## config.mk

```make
export PLATFORM = sky130hd
export DESIGN_NAME = wdog_steer
export DESIGN_NICKNAME = d
export VERILOG_FILES = /design/src/rtl/wdog_pkg.sv /design/src/rtl/wd_limit.sv /design/src/rtl/wd_counter.sv /design/src/rtl/wd_regs.sv /design/src/rtl/wdog_steer.sv
export SDC_FILE = /design/constraint.sdc
export NUM_CORES = 1
export LEC_CHECK = 0
export ABC_AREA = 1
export CELL_PAD_IN_SITES_DETAIL_PLACEMENT = 0
export CELL_PAD_IN_SITES_GLOBAL_PLACEMENT = 1
export CORE_UTILIZATION = 37
export CTS_CLUSTER_DIAMETER = 120
export CTS_CLUSTER_SIZE = 14
export DETAILED_ROUTE_END_ITERATION = 12
export GPL_ROUTABILITY_DRIVEN = 0
export PLACE_DENSITY_LB_ADDON = 0.1
export SLEW_MARGIN = 20
export SYNTH_ARGS = -nofsm -noshare
export SYNTH_HDL_FRONTEND = slang
export SYNTH_SLANG_ARGS = --single-unit
export TNS_END_PERCENT = 20
```

## constraint.sdc

```tcl
create_clock -name clk -period 2.4 [get_ports clk]
set_clock_uncertainty 0.15 [all_clocks]
set_input_delay 0.36 -clock clk [delete_from_list [all_inputs] [get_ports clk]]
set_output_delay 0.36 -clock clk [all_outputs]
set_load 0.1 [all_outputs]
```

## src/rtl/wdog_pkg.sv

```systemverilog
package wdog_pkg;
  localparam int MULT_W   = 5;
  localparam int RES_W    = 2;
  localparam int NRES     = 1 << RES_W;
  localparam int LIM_W    = MULT_W + 2 * (NRES - 1);
  localparam int STEER_B  = 7;
  localparam int HOLD_B   = 6;

  typedef enum logic [1:0] {
    SEL_FLAGS = 2'd0,
    SEL_CTRL  = 2'd1,
    SEL_AUX   = 2'd2,
    SEL_NONE  = 2'd3
  } wsel_e;
endpackage

```

## src/rtl/wd_limit.sv

```systemverilog
module wd_limit
  import wdog_pkg::*;
(
  input  logic [MULT_W+RES_W-1:0] cfg,
  output logic [LIM_W-1:0]        limit
);
  logic [MULT_W-1:0] mult;
  logic [RES_W-1:0]  res;
  logic [LIM_W-1:0]  cand [NRES];

  assign mult = cfg[MULT_W+RES_W-1:RES_W];
  assign res  = cfg[RES_W-1:0];

  // one candidate interval per resolution step (factor of four each)
  for (genvar g = 0; g < NRES; g++) begin : g_res
    assign cand[g] = LIM_W'(mult) << (2 * g);
  end

  assign limit = cand[res];
endmodule

```

## src/rtl/wd_counter.sv

```systemverilog
module wd_counter
  import wdog_pkg::*;
(
  input  logic             clk,
  input  logic             rst_n,
  input  logic             arm,
  input  logic [LIM_W-1:0] limit_in,
  input  logic             tick,
  output logic             expire
);
  logic             running;
  logic [LIM_W-1:0] lim_q;
  logic [LIM_W-1:0] cnt_q;
  logic [LIM_W-1:0] cnt_inc;

  assign cnt_inc = cnt_q + 1'b1;
  assign expire  = running && tick && !arm && (cnt_inc == lim_q);

  always_ff @(posedge clk) begin
    if (!rst_n) begin
      running <= 1'b0;
      lim_q   <= '0;
      cnt_q   <= '0;
    end else if (arm) begin
      running <= (limit_in != '0);
      lim_q   <= limit_in;
      cnt_q   <= '0;
    end else if (expire) begin
      running <= 1'b0;
      cnt_q   <= '0;
    end else if (running && tick) begin
      cnt_q   <= cnt_inc;
    end
  end
endmodule

```

## src/rtl/wd_regs.sv

```systemverilog
module wd_regs
  import wdog_pkg::*;
(
  input  logic       clk,
  input  logic       rst_n,
  input  logic       ctrl_wr,
  input  logic       aux_wr,
  input  logic [7:0] wr_data,
  input  logic       expire,
  output logic [7:0] ctrl_q,
  output logic [7:0] aux_q,
  output logic       flag_q,
  output logic       rst_q,
  output logic       irq_q
);
  logic       steer;
  logic [7:0] aux_nxt;

  assign steer = ctrl_q[STEER_B];

  always_comb begin
    aux_nxt = aux_wr ? wr_data : aux_q;
    if (expire && steer) aux_nxt[HOLD_B] = 1'b0;
  end

  always_ff @(posedge clk) begin
    if (!rst_n) begin
      ctrl_q <= '0;
      aux_q  <= '0;
      flag_q <= 1'b0;
      rst_q  <= 1'b0;
      irq_q  <= 1'b0;
    end else begin
      aux_q <= aux_nxt;
      rst_q <= expire && steer;
      irq_q <= expire && !steer;
      if (ctrl_wr) begin
        ctrl_q <= wr_data;
        flag_q <= 1'b0;
      end else if (expire) begin
        flag_q <= 1'b1;
        if (steer) ctrl_q <= '0;
      end
    end
  end
endmodule

```

## src/rtl/wdog_steer.sv

```systemverilog
module wdog_steer
  import wdog_pkg::*;
(
  input  logic       clk,
  input  logic       rst_n,
  input  logic       wr_en,
  input  logic [1:0] wr_sel,
  input  logic [7:0] wr_data,
  input  logic       flags_rd,
  input  logic       tick,
  output logic [7:0] ctrl_q,
  output logic [7:0] aux_q,
  output logic       wd_flag,
  output logic       rst_req,
  output logic       irq
);
  wsel_e            sel;
  logic             ctrl_wr;
  logic             aux_wr;
  logic             arm;
  logic             expire;
  logic [7:0]       cfg_src;
  logic [LIM_W-1:0] limit;

  assign sel     = wsel_e'(wr_sel);
  assign ctrl_wr = wr_en && (sel == SEL_CTRL);
  assign aux_wr  = wr_en && (sel == SEL_AUX);
  assign arm     = ctrl_wr || flags_rd;
  assign cfg_src = ctrl_wr ? wr_data : ctrl_q;

  wd_limit u_limit (
    .cfg   (cfg_src[MULT_W+RES_W-1:0]),
    .limit (limit)
  );

  wd_counter u_cnt (
    .clk      (clk),
    .rst_n    (rst_n),
    .arm      (arm),
    .limit_in (limit),
    .tick     (tick),
    .expire   (expire)
  );

  wd_regs u_regs (
    .clk     (clk),
    .rst_n   (rst_n),
    .ctrl_wr (ctrl_wr),
    .aux_wr  (aux_wr),
    .wr_data (wr_data),
    .expire  (expire),
    .ctrl_q  (ctrl_q),
    .aux_q   (aux_q),
    .flag_q  (wd_flag),
    .rst_q   (rst_req),
    .irq_q   (irq)
  );
endmodule

```

==> metrics <==
Worst Path Max Fanout=5; die area=6250 µm²; vias in the first global route=2105; Tmin final=2.179 ns; worst endpoint required time=2.43 ns; normalized max-slew margin=0.6614; Final Cycle Share=0.9080; prevailing post-synth register cell=dfxtp_1; CTS Sinks=42; NumNets Final=405; 1st-pass router iterations=4; Post-synth ARST share=0; Placed Area=2679 µm²; Root Buffer=clkbuf_8; Hold Crit Class=reg2reg; layout cells sized above 1=0.1615; crit end category=flop; site row count=27; gr busiest metal=met2; Avg WL per Cell=11.65 µm; Yosys reg bits=42; setup violators final=0; met3 GRT Util=0.03448; Hold Slack=0.3373 ns; Power Total=1612 µW; via count=2151; Max clock buf depth=2; critical path class=reg2reg; top cells by area, synth=dfxtp_1, nand2_1, nand3_1, inv_1, o21ai_0; Yosys top cell area share=0.3827; Syn-to-layout area delta=28.13%; FF/Latch Area=840.8 µm²; synth cell count leaders=nand2_1, inv_1, dfxtp_1; maximum VDD drop=0.0002081 V; Slew Limit Fails=0; GR met2 Demand/Resource=0.3448; WP data arrival=2.21 ns; Worst Tran Pin Value=0.5026 ns; Die H=79.06 µm; Ant. Diodes=0; area leader, netlist=dfxtp_1; number of flops mapped to enable cells by yosys=0; I/O pins=34; fill count=610; Netlist cell types=28; TritonCTS Buffers=5; post-synthesis cell count=336; H-tree depth=2; sequential share of the synthesized area=0.3827; largest net degree at the start of global routing=20; vias per cell=4.656; Mapped Nets=352; port bufs=33; met1 track demand over resource=0.2339; max_cap viols=0; final hold violations=0; Leak=0.001305 µW; DR DRC count=0; residual overflow from global routing=0; Synth Warn #=0; FMAX=458.9 MHz; Clk Latency, worst-skew pair=0.29 ns; Core ar.=5608 µm²; Multi-input gate area=1139 µm²; initial core utilization=0.3918; Worst setup SP type=flop; first-pass GRT wire length=9494 µm; total length of routed wires=5381 µm; status=finished clean; Sum Neg Setup Slack=0 ns; Detailed Place HPWL=4177 µm; Syn Area/Cell=6.539 µm²; Die Width=79.06 µm; Mapped Area=2197 µm²; initial antenna violation count=0; Total Routing Usage GR=0.1939; CTS tree=yes; Worst-path clk slew=0.08 ns; post-layout util=0.5020; power density cells=572.8 nW/µm²; Post-DRT Antenna Nets=0; most frequent cell after synthesis=nand2_1; Initial DRC Count=88; post-route cell area=2815 µm²
[registers in the layout, indices dropped and copies added (netlist names)]
signal	count
u_regs.flag_q	1
u_regs.rst_q	1
u_regs.irq_q	1
u_cnt.cnt_q	11
u_cnt.lim_q	11
u_cnt.running	1
u_regs.aux_q	8
u_regs.ctrl_q	8
[path summary, 6_finish.rpt]
kind / start / end / slack (ns) / cells past startpoint
max reg2reg: u_cnt.cnt_q[0] / u_regs.ctrl_q[7] / 0.22 / 13
min: u_cnt.lim_q[2] / u_cnt.lim_q[2] / 0.34 / 2
max: u_cnt.cnt_q[0] / u_regs.ctrl_q[7] / 0.22 / 13
min reg2reg: u_cnt.lim_q[2] / u_cnt.lim_q[2] / 0.34 / 2
[repair_timing]
item	CTS	global route
resized for setup	0	4
endpoints found under the setup margin	0	21
setup buffers	0	1
hold buffers	0	0
[final cells by class]
cell class / count / area share
clock buffers: 7 / 0.02711
clock inverters: 1 / 0.01067
inverters: 49 / 0.06533
multi-input cells: 235 / 0.4044
flip-flops and latches: 42 / 0.2987
well taps: 72 / 0.03200
repair buffers: 56 / 0.1618
[per-layer routing]
metal	wire length [µm]	vias to the layer above
li1	-	1177
met1	2549	938
met2	2619	28
met3	120	8
met4	91	0
met5	0	-
[per-stage QoR]
| step | std cells | setup slack [ns] |
|---|---|---|
| 2_1_floorplan | 336 | 0.2702 |
| 3_3_place_gp | 453 | 0.05209 |
| 3_5_place_dp | 453 | -0.00006084 |
| 4_1_cts | 461 | 0.1442 |
| 5_1_grt | 462 | -0.001256 |
| 6_report | 462 | 0.2209 |
[where the power goes]
group	total, µW	internal, µW	leakage, µW	switching [µW]
sequential	749	726	0.000343	22.5
combinational	311	105	0.000910	205
clock	553	312	0.0000524	241
[layout by cell type (no fill, tap or decap), drive strengths merged]
cell type / n
bufinv: 1
inv: 49
nor3: 1
o211ai: 1
a21oi: 19
nand2: 86
nor2: 38
ha: 1
a31oi: 2
nand3: 44
clkdlybuf4s50: 14
o21bai: 1
dfxtp: 42
xor2: 2
o21ai: 35
clkbuf: 7
nand4: 3
buf: 42
a211oi: 1
nand3b: 1
[worst max-delay path, stage by stage, from the launching register on]
cell and delay [ns]:
dfxtp_1 0.42, ha_2 0.25, nand2_2 0.11, nor2_1 0.12
nand3_1 0.07, nand2_1 0.13, nor2_1 0.05, nor2_1 0.11
nand3_1 0.12, nor2_4 0.17, nand2_2 0.10, buf_4 0.15
nand3_1 0.06, a21oi_1 0.06
[cells by family after synthesis]
logic type,synth area share
simple gates,0.3502
fa+ha+maj,0.005694
buf+inv,0.1093
flops,0.3827
xor+xnor,0.01139
compound gates,0.1407
No activity file was read; power rests on OpenSTA's default activity.
